### config.mk
export PLATFORM = sky130hd
export DESIGN_NAME = cond_gate
export DESIGN_NICKNAME = d
export VERILOG_FILES = /design/src/rtl/cond_gate_pkg.sv /design/src/rtl/cond_flag_pick.sv /design/src/rtl/cond_base_eval.sv /design/src/rtl/cond_gate.sv
export SDC_FILE = /design/constraint.sdc
export NUM_CORES = 1
export LEC_CHECK = 0
export ABC_AREA = 1
export BUFFER_PORTS_ARGS = -buffer_cell sky130_fd_sc_hd__clkbuf_2
export CELL_PAD_IN_SITES_DETAIL_PLACEMENT = 0
export CELL_PAD_IN_SITES_GLOBAL_PLACEMENT = 2
export CORE_MARGIN = 8
export CORE_UTILIZATION = 10
export CTS_CLUSTER_SIZE = 14
export DETAILED_ROUTE_END_ITERATION = 12
export GPL_ROUTABILITY_DRIVEN = 0
export PLACE_DENSITY_LB_ADDON = 0.1
export SLEW_MARGIN = 15
export SYNTH_ARGS = -nofsm -noshare
export SYNTH_HDL_FRONTEND = slang
export SYNTH_SLANG_ARGS = --single-unit
### constraint.sdc
create_clock -name clk_i -period 1.15 [get_ports clk_i]
set_clock_uncertainty 0.15 [all_clocks]
set_input_delay 0.115 -clock clk_i [delete_from_list [all_inputs] [get_ports clk_i]]
set_output_delay 0.115 -clock clk_i [all_outputs]
set_load 0.05 [all_outputs]
### src/rtl/cond_gate_pkg.sv
package cond_gate_pkg;

    localparam int SEL_W  = 5;
    localparam int BASE_N = 1 << (SEL_W - 1);
    localparam int CODE_N = 1 << SEL_W;

    // Bit positions inside the flag word
    localparam int POS_CARRY     = 0;
    localparam int POS_PARITY    = 2;
    localparam int POS_ZERO      = 6;
    localparam int POS_SIGN      = 7;
    localparam int POS_OVF       = 11;
    localparam int POS_EMU_CARRY = 16;
    localparam int POS_EMU_ZERO  = 17;
    localparam int POS_TOP       = POS_EMU_ZERO;

    // Base test codes; the order is the encoding
    typedef enum logic [SEL_W-2:0] {
        TST_ALWAYS        = 4'd0,
        TST_EMU_CARRY     = 4'd1,
        TST_EMU_ZERO      = 4'd2,
        TST_ZERO_GUARD    = 4'd3,
        TST_STR_A         = 4'd4,
        TST_STR_B         = 4'd5,
        TST_STR_C         = 4'd6,
        TST_STR_D         = 4'd7,
        TST_OVF           = 4'd8,
        TST_CARRY         = 4'd9,
        TST_ZERO          = 4'd10,
        TST_CARRY_OR_ZERO = 4'd11,
        TST_SIGN          = 4'd12,
        TST_PARITY        = 4'd13,
        TST_SIGN_NE_OVF   = 4'd14,
        TST_LESS_EQ       = 4'd15
    } base_test_e;

    localparam int STR_FIRST = 4;
    localparam int STR_LAST  = 7;

    typedef struct packed {
        logic carry;
        logic parity;
        logic zero;
        logic sign;
        logic ovf;
        logic emu_carry;
        logic emu_zero;
    } flag_set_t;

    typedef struct packed {
        logic pass;
        logic err;
    } verdict_t;

endpackage

### src/rtl/cond_flag_pick.sv
module cond_flag_pick
    import cond_gate_pkg::*;
#(
    parameter int FLAG_W = 32
) (
    input  logic [FLAG_W-1:0] word_i,
    output flag_set_t         flags_o
);

    localparam int TOP_NEEDED = POS_TOP + 1;

    generate
        if (FLAG_W < TOP_NEEDED) begin : g_bad_width
            initial $error("flag word narrower than the highest used bit");
        end
    endgenerate

    always_comb begin
        flags_o.carry     = word_i[POS_CARRY];
        flags_o.parity    = word_i[POS_PARITY];
        flags_o.zero      = word_i[POS_ZERO];
        flags_o.sign      = word_i[POS_SIGN];
        flags_o.ovf       = word_i[POS_OVF];
        flags_o.emu_carry = word_i[POS_EMU_CARRY];
        flags_o.emu_zero  = word_i[POS_EMU_ZERO];
    end

endmodule

### src/rtl/cond_base_eval.sv
module cond_base_eval
    import cond_gate_pkg::*;
(
    input  flag_set_t         flags_i,
    output logic [BASE_N-1:0] res_o,
    output logic [BASE_N-1:0] unsup_o
);

    logic sign_ne_ovf;

    assign sign_ne_ovf = flags_i.sign ^ flags_i.ovf;

    always_comb begin
        res_o                    = '0;
        res_o[TST_ALWAYS]        = 1'b1;
        res_o[TST_EMU_CARRY]     = flags_i.emu_carry;
        res_o[TST_EMU_ZERO]      = flags_i.emu_zero;
        res_o[TST_ZERO_GUARD]    = ~(~flags_i.emu_zero & flags_i.zero);
        res_o[TST_OVF]           = flags_i.ovf;
        res_o[TST_CARRY]         = flags_i.carry;
        res_o[TST_ZERO]          = flags_i.zero;
        res_o[TST_CARRY_OR_ZERO] = flags_i.carry | flags_i.zero;
        res_o[TST_SIGN]          = flags_i.sign;
        res_o[TST_PARITY]        = flags_i.parity;
        res_o[TST_SIGN_NE_OVF]   = sign_ne_ovf;
        res_o[TST_LESS_EQ]       = sign_ne_ovf | flags_i.zero;
    end

    genvar g;
    generate
        for (g = 0; g < BASE_N; g++) begin : g_unsup
            if (g >= STR_FIRST && g <= STR_LAST) begin : g_rsv
                assign unsup_o[g] = 1'b1;
            end else begin : g_ok
                assign unsup_o[g] = 1'b0;
            end
        end
    endgenerate

endmodule

### src/rtl/cond_gate.sv
module cond_gate
    import cond_gate_pkg::*;
#(
    parameter int FLAG_W = 32
) (
    input  logic              clk_i,
    input  logic              rst_ni,
    input  logic [SEL_W-1:0]  sel_i,
    input  logic [FLAG_W-1:0] flags_i,
    output logic              pass_o,
    output logic              err_o
);

    flag_set_t         flags;
    logic [BASE_N-1:0] base_res;
    logic [BASE_N-1:0] base_unsup;
    logic [CODE_N-1:0] full_res;
    logic [CODE_N-1:0] full_unsup;
    verdict_t          vd_d;
    verdict_t          vd_q;

    cond_flag_pick #(.FLAG_W(FLAG_W)) u_pick (
        .word_i  (flags_i),
        .flags_o (flags)
    );

    cond_base_eval u_base (
        .flags_i (flags),
        .res_o   (base_res),
        .unsup_o (base_unsup)
    );

    // Upper half of the code space mirrors the lower half inverted
    genvar g;
    generate
        for (g = 0; g < CODE_N; g++) begin : g_code
            if (g < BASE_N) begin : g_plain
                assign full_res[g]   = base_res[g];
                assign full_unsup[g] = base_unsup[g];
            end else begin : g_inv
                assign full_res[g]   = ~base_res[g-BASE_N];
                assign full_unsup[g] = base_unsup[g-BASE_N];
            end
        end
    endgenerate

    always_comb begin
        vd_d.err  = full_unsup[sel_i];
        vd_d.pass = full_unsup[sel_i] ? 1'b1 : full_res[sel_i];
    end

    always_ff @(posedge clk_i) begin
        if (!rst_ni) begin
            vd_q <= '0;
        end else begin
            vd_q <= vd_d;
        end
    end

    assign pass_o = vd_q.pass;
    assign err_o  = vd_q.err;

endmodule

==> results.yml, run 1 <==
global_route:
  grt_pass1_wl_microns: 1190
  grt_max_degree: 7
  grt_pass1_vias: 310
  gr-total-overflow: 0
  gr-usage-all-layers_pct: 4.37
  antenna_found_initial: 0
drt:
  ant_nets: 0
  wl_microns: 702
  met3_length_microns: 65
  highest_layer: "met3"
  vias: 278
  via_per_inst: 3.27
  firstDrtPassIters: 4
  wire_per_inst_microns: 8.26
  drc: 0
  drt_iter0_drc: 2
  wl_met2_microns: 331
  wl_met1_microns: 305
floorplanning:
  start_util_pct: 10.3
  pin_count: 41
  die_y_microns: 60.5
  dieArea_sq_um: 3660
  core_sq_um: 1920
  die_width_microns: 60.5
  rows: 16
synthesis:
  synth.distinct_cells: 11
  ys_async_sr_fraction_pct: 0
  synthTopCellsByCount: "nand2_1, inv_1, nand3_1, nor2_1"
  syn_nets: 77
  ys_top_cells_by_area: "nand2_1, dfxtp_1, nand3_1"
  netlist_instances: 38
  synth.most_common_cell: "nand2_1"
  netlist.area_leader.share_pct: 30.4
  synthesis.area_sq_um: 198
  synth_top_area_cell: "nand2_1"
  ys.flop_type: "dfxtp_1"
  synth_edf_count: 0
  ys_seq_area_share_pct: 20.3
  synth_area_per_cell_sq_um: 5.20
  ys_seq_elements: 2
  yosysWarnings: 0
power:
  power.internal_uw: 232
  p_per_area_nw_per_um2: 951
  clkPwrFrac_pct: 45.2
  combPwrFrac_pct: 31.6
  p_seq_share_pct: 23.2
  design_power_total_uw: 330
  leakagePower_nw: 0.211
  switchingPower_uw: 97.8
  vdd_drop_max_uv: 364
  p_sw_share_pct: 29.7
setup_path:
  critPathMaxStageDelay_ps: 300
  crit_slowest_cell: "dfxtp_1"
  end_kind: "output pin"
  cpLargestDelayFamily: "flip-flops"
  crit_arrival_ps: 780
  path_max_fanout: 1
  criticalPathCategory: "register to output pin"
  critPathLaunchType: "register"
  critPathBufInv: 1
  setup.worst_path.start: "err_o"
  cp.required_ps: 880
  path_cells: "clkbuf_2"
cts:
  cts_made_buffers: 3
  clock-root-buffer: "clkbuf_4"
  cts_tree: "yes"
  clk_pin_slew_ps: 30
  htree_levels: 1
  clk_path_buf_depth: 2
  cts_sinks: 2
sta:
  hold_ws_ps: 38.7
  rsz0062_at_grt: "false"
  fin_crit_ps: 1040
  worst_slew_pin_slew_ps: 277
  post-route-period-util_pct: 90.8
  max_freq_ghz: 0.958
  hold_violations: 0
  final-max-slew-violation-count: 0
  setup_violations: 0
  relSlewSlack_pct: 81.6
layout:
  synthToLayoutAreaGrowth_pct: 75.3
  finalNetCount: 99
  fin_cells: 85
  ff_latch_area_sq_um: 40.0
  fillers: 245
  multi_input_area_sq_um: 131
  num_antenna_cells: 0
  post-route-util_pct: 18.0
  drive_gt1_share_pct: 39.7
worst_hold_path:
  worstHoldStart: "sel_i[4]"
  hold_class: "input pin to register"
run:
  maxCapViolations: 0
outcome:
  status: "complete, no violations"
placement:
  port_buffers: 15
  dpl.cell_count: 81
  dp_hpwl_microns: 632
[worst paths after layout]
kind	end	cells past startpoint
worst min-delay path	pass_o	4
worst max-delay path	err_o	1
[what timing repair did]
item | CTS | global route
hold buffers | 1 | 0
hold endpoints to repair | 1 | 0
resized for setup | 0 | 0
setup buffers | 0 | 0
[power groups by stage]
stage | clock, mW | sequential (mW) | combinational [mW]
final | 0.149 | 0.0763 | 0.104
after global routing | 0.165 | 0.0769 | 0.117
after global placement | 0 | 0.0771 | 0.105
after CTS | 0.159 | 0.0762 | 0.106
after detailed placement | 0 | 0.0771 | 0.103
after floorplan | 0 | 0.0960 | 0.0388
[registers in the layout, summed over array words and instances, names as in the netlist]
name    cells
err_o       1
pass_o      1
[through the flow]
step                setup WS, ps  TNS, ps  area [sq um]
global route                62.4        0           347
detailed placement          16.3        0           314
floorplan                    240        0           198
CTS                         94.4        0           347
global placement           -27.7    -27.7           314
finish                       106        0           347
[area by class of cell]
class	count	share of cell area, %
clock buffers	3	6.50
repair buffers	17	26.7
well taps	27	9.75
multi-input cells	29	37.9
inverters	7	7.58
flip-flops and latches	2	11.6
[layer usage]
layer	GRT usage [%]	vias up
li1	-	158
met1	4.76	112
met2	6.55	8
met3	1.48	0
met4	3.99	0
met5	0	-
[layout by cell type, fill, tap and decap left out, drive strengths merged]
| cell | count |
|---|---|
| a21oi | 1 |
| dfxtp | 2 |
| clkbuf | 18 |
| inv | 7 |
| nand2 | 16 |
| nand3 | 4 |
| nor2 | 5 |
| dlygate4sd3 | 1 |
| nand3b | 1 |
| o211ai | 1 |
| o21ai | 1 |
| buf | 1 |
[kinds of logic after synthesis]
kind of cell,share of synthesized area [%]
AND/OR/NAND/NOR,55.1
buffers and inverters,13.3
AO/OA/AOI/OAI,11.4
flip-flops,20.3
Note: power is estimated with default switching activity, not from simulation.
==> inputs of run 2 (changes only) <==
--- a/config.mk
+++ b/config.mk
@@ -11,7 +11,7 @@
 export CELL_PAD_IN_SITES_GLOBAL_PLACEMENT = 2
 export CORE_MARGIN = 8
 export CORE_UTILIZATION = 10
-export CTS_CLUSTER_SIZE = 14
+export CTS_CLUSTER_SIZE = 8
 export DETAILED_ROUTE_END_ITERATION = 12
 export GPL_ROUTABILITY_DRIVEN = 0
 export PLACE_DENSITY_LB_ADDON = 0.1
==> constraint.sdc (replaced) <==
create_clock -name clk_i -period 1.15 [get_ports clk_i]
set_clock_uncertainty 0.15 [all_clocks]
set_input_delay 0.115 -clock clk_i [delete_from_list [all_inputs] [get_ports clk_i]]
set_output_delay 0.115 -clock clk_i [all_outputs]
set_load 0.1 [all_outputs]
==> run 2 against run 1 <==
Setup slack improved by 60 ps; critical path depth unchanged; fmax increased by 6.1%; sequential power increased by 5.4%; first-iteration DRC count increased to 4.0 times the previous value; sequential cell count unchanged; largest cell class unchanged; largest power group unchanged.
==> results.yml, run 2 (same netlist as run 1, synthesis figures left out) <==
global_route:
  grt_max_degree: 7
  grt_pass1_vias: 293
  gr-usage-all-layers_pct: 4.71
  gr-total-overflow: 0
  antenna_found_initial: 0
  grt_pass1_wl_microns: 1210
floorplanning:
  core_sq_um: 1920
  start_util_pct: 10.3
  rows: 16
  dieArea_sq_um: 3660
  pin_count: 41
  die_width_microns: 60.5
  die_y_microns: 60.5
worst_hold_path:
  worstHoldStart: "sel_i[4]"
  holdPathStages: 4
  hold_class: "input pin to register"
  hold_end: "pass_o"
placement:
  dp_hpwl_microns: 651
  placed_cell_area_sq_um: 347
  port_buffers: 15
sta:
  post-route-period-util_pct: 85.6
  max_freq_ghz: 1.02
  hold_violations: 0
  relSlewSlack_pct: 88.5
  setup_violations: 0
  worst_slew_pin_slew_ps: 171
  fin_crit_ps: 984
  final-max-slew-violation-count: 0
  rsz0062_at_grt: "false"
  hold_ws_ps: 25.2
  tns_ps: 0
layout:
  final_cell_mix: "nand2_1, clkbuf_2, inv_1"
  finalNetCount: 99
  final_common_cell: "nand2_1"
  drive_gt1_share_pct: 43.1
  post-route-util_pct: 19.7
  num_antenna_cells: 0
  final_area_sq_um: 379
  synthToLayoutAreaGrowth_pct: 91.8
  fillers: 242
drt:
  wire_per_inst_microns: 8.84
  ant_nets: 0
  wl_microns: 751
  drt_iter0_drc: 8
  firstDrtPassIters: 4
  vias: 279
  via_per_inst: 3.28
  drc: 0
cts:
  htree_levels: 1
  cts_tree: "yes"
  cts_made_buffers: 3
  clk_pin_slew_ps: 30
  clock-root-buffer: "clkbuf_4"
  cts_resized: 0
  clk_path_buf_depth: 2
  cts_sinks: 2
  cts_setup_buffers: 0
  hold_buffers: 1
setup_path:
  crit_slowest_cell: "dfxtp_2"
  path_max_fanout: 1
  cpLargestDelayFamily: "flip-flops"
  critPathLaunchType: "register"
  cp.required_ps: 880
  path_cells: "buf_12"
  critPathMaxStageDelay_ps: 330
  crit_arrival_ps: 720
  criticalPathCategory: "register to output pin"
  end_kind: "output pin"
  critPathBufInv: 1
outcome:
  status: "complete, no violations"
power:
  leakagePower_nw: 0.220
  vdd_drop_max_uv: 267
  p_per_area_nw_per_um2: 981
run:
  maxCapViolations: 0
## run 2: changes by cell type in the layout (fill, tap and decap cells not counted), sizes merged
cell,before,now
clkbuf,18,16
buf,1,3
## run 2: worst min-delay path: cells and delay by family
family	cells	cell delay (ps)
and+or+nand+nor	3	150
buffers and inverters	1	90
## run 2: worst max-delay path by stage
stage / startpoint / end / slack (ps) / depth (start not counted)
final: pass_o / pass_o / 170 / 1
after global placement: sel_i[0] / pass_o / -3 / 8
after CTS: pass_o / pass_o / 150 / 1
after detailed placement: sel_i[1] / pass_o / 9 / 11
after global routing: sel_i[0] / pass_o / 110 / 9
after floorplan: sel_i[1] / pass_o / 240 / 10
## run 2: metrics by stage
stage	cells	power, mW	worst slack, ps
2_1_floorplan	38	0.156	238
3_3_place_gp	81	0.222	-3.21
3_5_place_dp	81	0.222	9.20
4_1_cts	85	0.383	153
5_1_grt	85	0.403	112
6_report	85	0.372	166
## run 2: power by group
part	internal, mW	total (mW)	switching (mW)
logic	0.0582	0.141	0.0829
registers	0.0765	0.0804	0.00396
clock network	0.115	0.151	0.0359
total	0.249	0.372	0.123
## run 2: routing by layer
layer  global-route usage [%]  vias up  routed length, microns  part of all wire (%)
met4                     4.98        0                       0                     0
met1                     4.88      113                     335                    45
met5                        0        -                       0                     0
met2                     6.86        9                     367                    49
met3                     1.91        0                      47                   6.3
li1                         -      157                       -                     -
## run 2: area by class of cell
type	count	area (sq um)	share of cell area (%)
multi-input combinational	29	131	34.7
timing repair buffer	17	123	32.3
tap	27	33.8	8.91
sequential	2	42.5	11.2
inverter	7	26.3	6.93
clock buffer	3	22.5	5.94
==> inputs of run 3 (changes only) <==
--- a/config.mk
+++ b/config.mk
@@ -14,6 +14,7 @@
 export CTS_CLUSTER_SIZE = 8
 export DETAILED_ROUTE_END_ITERATION = 12
 export GPL_ROUTABILITY_DRIVEN = 0
+export GPL_TIMING_DRIVEN = 0
 export PLACE_DENSITY_LB_ADDON = 0.1
 export SLEW_MARGIN = 15
 export SYNTH_ARGS = -nofsm -noshare
==> run 3 against run 2 <==
Non-clock buffer count decreased by 1; sequential cell count unchanged; final area decreased by 8.6%; sequential power decreased by 4.0%; sequential share of layout area increased by 1.1 points; setup slack got worse by 120 ps; first-iteration DRC count increased by 25%; clock power increased by 3%; combinational power decreased by 12%; critical path depth unchanged; critical path type unchanged; largest power group unchanged.
==> results.yml, run 3 (same netlist as run 1, synthesis figures left out) <==
floorplanning:
  core_sq_um: 1920
  dieArea_sq_um: 3660
  pin_count: 41
  rows: 16
  die_width_microns: 60.5
  die_y_microns: 60.5
  start_util_pct: 10.3
global_route:
  antenna_found_initial: 0
  grt_max_degree: 7
  gr-total-overflow: 0
  gr-usage-all-layers_pct: 4.93
  grt_pass1_vias: 295
  grt_pass1_wl_microns: 1290
cts:
  cts_made_buffers: 3
  cts_sinks: 2
  clk_pin_slew_ps: 30
  cts_tree: "yes"
  htree_levels: 1
  clock-root-buffer: "clkbuf_4"
  clk_path_buf_depth: 2
setup_path:
  cpLargestDelayFamily: "buffers and inverters"
  path_cells: "clkbuf_4"
  path_max_fanout: 1
  criticalPathCategory: "register to output pin"
  crit_slowest_cell: "clkbuf_4"
  critPathLaunchType: "register"
  critPathMaxStageDelay_ps: 310
  crit_cells: 1
  end_kind: "output pin"
  critPathBufInv: 1
  crit_arrival_ps: 840
  cp.required_ps: 880
placement:
  dp_hpwl_microns: 628
  port_buffers: 15
sta:
  worst_slew_pin_slew_ps: 302
  setup_violations: 0
  hold_ws_ps: 21.3
  post-route-period-util_pct: 96.0
  relSlewSlack_pct: 79.9
  fin_crit_ps: 1100
  final-max-slew-violation-count: 0
  hold_violations: 0
  rsz0062_at_grt: "false"
  max_freq_ghz: 0.905
layout:
  num_antenna_cells: 0
  synthToLayoutAreaGrowth_pct: 75.3
  finalNetCount: 98
  drive_gt1_share_pct: 42.1
  final_common_cell: "nand2_1"
  final_cell_mix: "nand2_1, clkbuf_2, inv_1, clkbuf_4"
power:
  switchingPower_uw: 123
  clkPwrFrac_pct: 43.5
  power.internal_uw: 234
  p_seq_share_pct: 21.6
  vdd_drop_max_uv: 301
  p_sw_share_pct: 34.6
  design_power_total_uw: 357
  combPwrFrac_pct: 34.9
  p_per_area_nw_per_um2: 1030
  leakagePower_nw: 0.207
drt:
  drc: 0
  drt_iter0_drc: 10
  wl_microns: 757
  wire_per_inst_microns: 9.01
  vias: 287
  ant_nets: 0
  via_per_inst: 3.42
  firstDrtPassIters: 4
worst_hold_path:
  hold_end: "pass_o"
  worstHoldStart: "sel_i[4]"
  holdPathStages: 4
  hold_class: "input pin to register"
run:
  maxCapViolations: 0
outcome:
  status: "complete, no violations"
-- run 3: cell types whose count changed in the layout (fill, tap and decap cells not counted) --
cell | before | now
buf_12 | 2 | 0
clkbuf_4 | 3 | 5
buf_4 | 1 | 0
-- run 3: worst max path at each step --
stage	start	endpoint	slack, ps
floorplan	sel_i[1]	pass_o	240
global placement	sel_i[0]	pass_o	-10
detailed placement	sel_i[0]	pass_o	3
CTS	pass_o	pass_o	40
global route	err_o	err_o	20
finish	pass_o	pass_o	50
-- run 3: what timing repair did --
action | 4_1_cts | 5_1_grt
setup endpoints to repair | 2 | 0
hold buffers | 1 | 0
setup buffers | 0 | 0
resized for setup | 2 | 0
endpoints found under the hold margin | 1 | 0
-- run 3: power groups by stage --
stage / registers [mW] / clock network (mW) / logic [mW]
2_1_floorplan: 0.117 / 0 / 0.0388
3_3_place_gp: 0.0780 / 0 / 0.122
3_5_place_dp: 0.0782 / 0 / 0.121
4_1_cts: 0.0772 / 0.162 / 0.127
5_1_grt: 0.0779 / 0.172 / 0.140
6_report: 0.0772 / 0.155 / 0.124
-- run 3: layer usage --
metal  global-route usage, %  share of wire, %  up-vias
met3                   0.847               7.1        2
met5                       0                 0        -
li1                        -                 -      155
met4                    5.98               2.5        0
met1                    6.42                44      113
met2                    5.95                46       17
-- run 3: layout make-up --
cell class | instances | area, sq um
sequential | 2 | 42.5
inverter | 7 | 26.3
tap | 27 | 33.8
timing repair buffer | 16 | 90.1
clock buffer | 3 | 22.5
multi-input combinational | 29 | 131
fill | 235 | 1580
-- run 3: per-stage QoR --
stage | instance area (sq um) | std cells | TNS [ps] | setup WS, ps | util [%]
floorplan | 200 | 38 | 0 | 238 | -
global placement | 309 | 80 | -13.2 | -13.2 | 16.1
detailed placement | 309 | 80 | 0 | 3.03 | 16.1
CTS | 347 | 84 | 0 | 37.8 | 18.0
global route | 347 | 84 | 0 | 20.5 | 18.0
finish | 347 | 84 | 0 | 45.6 | 18.0
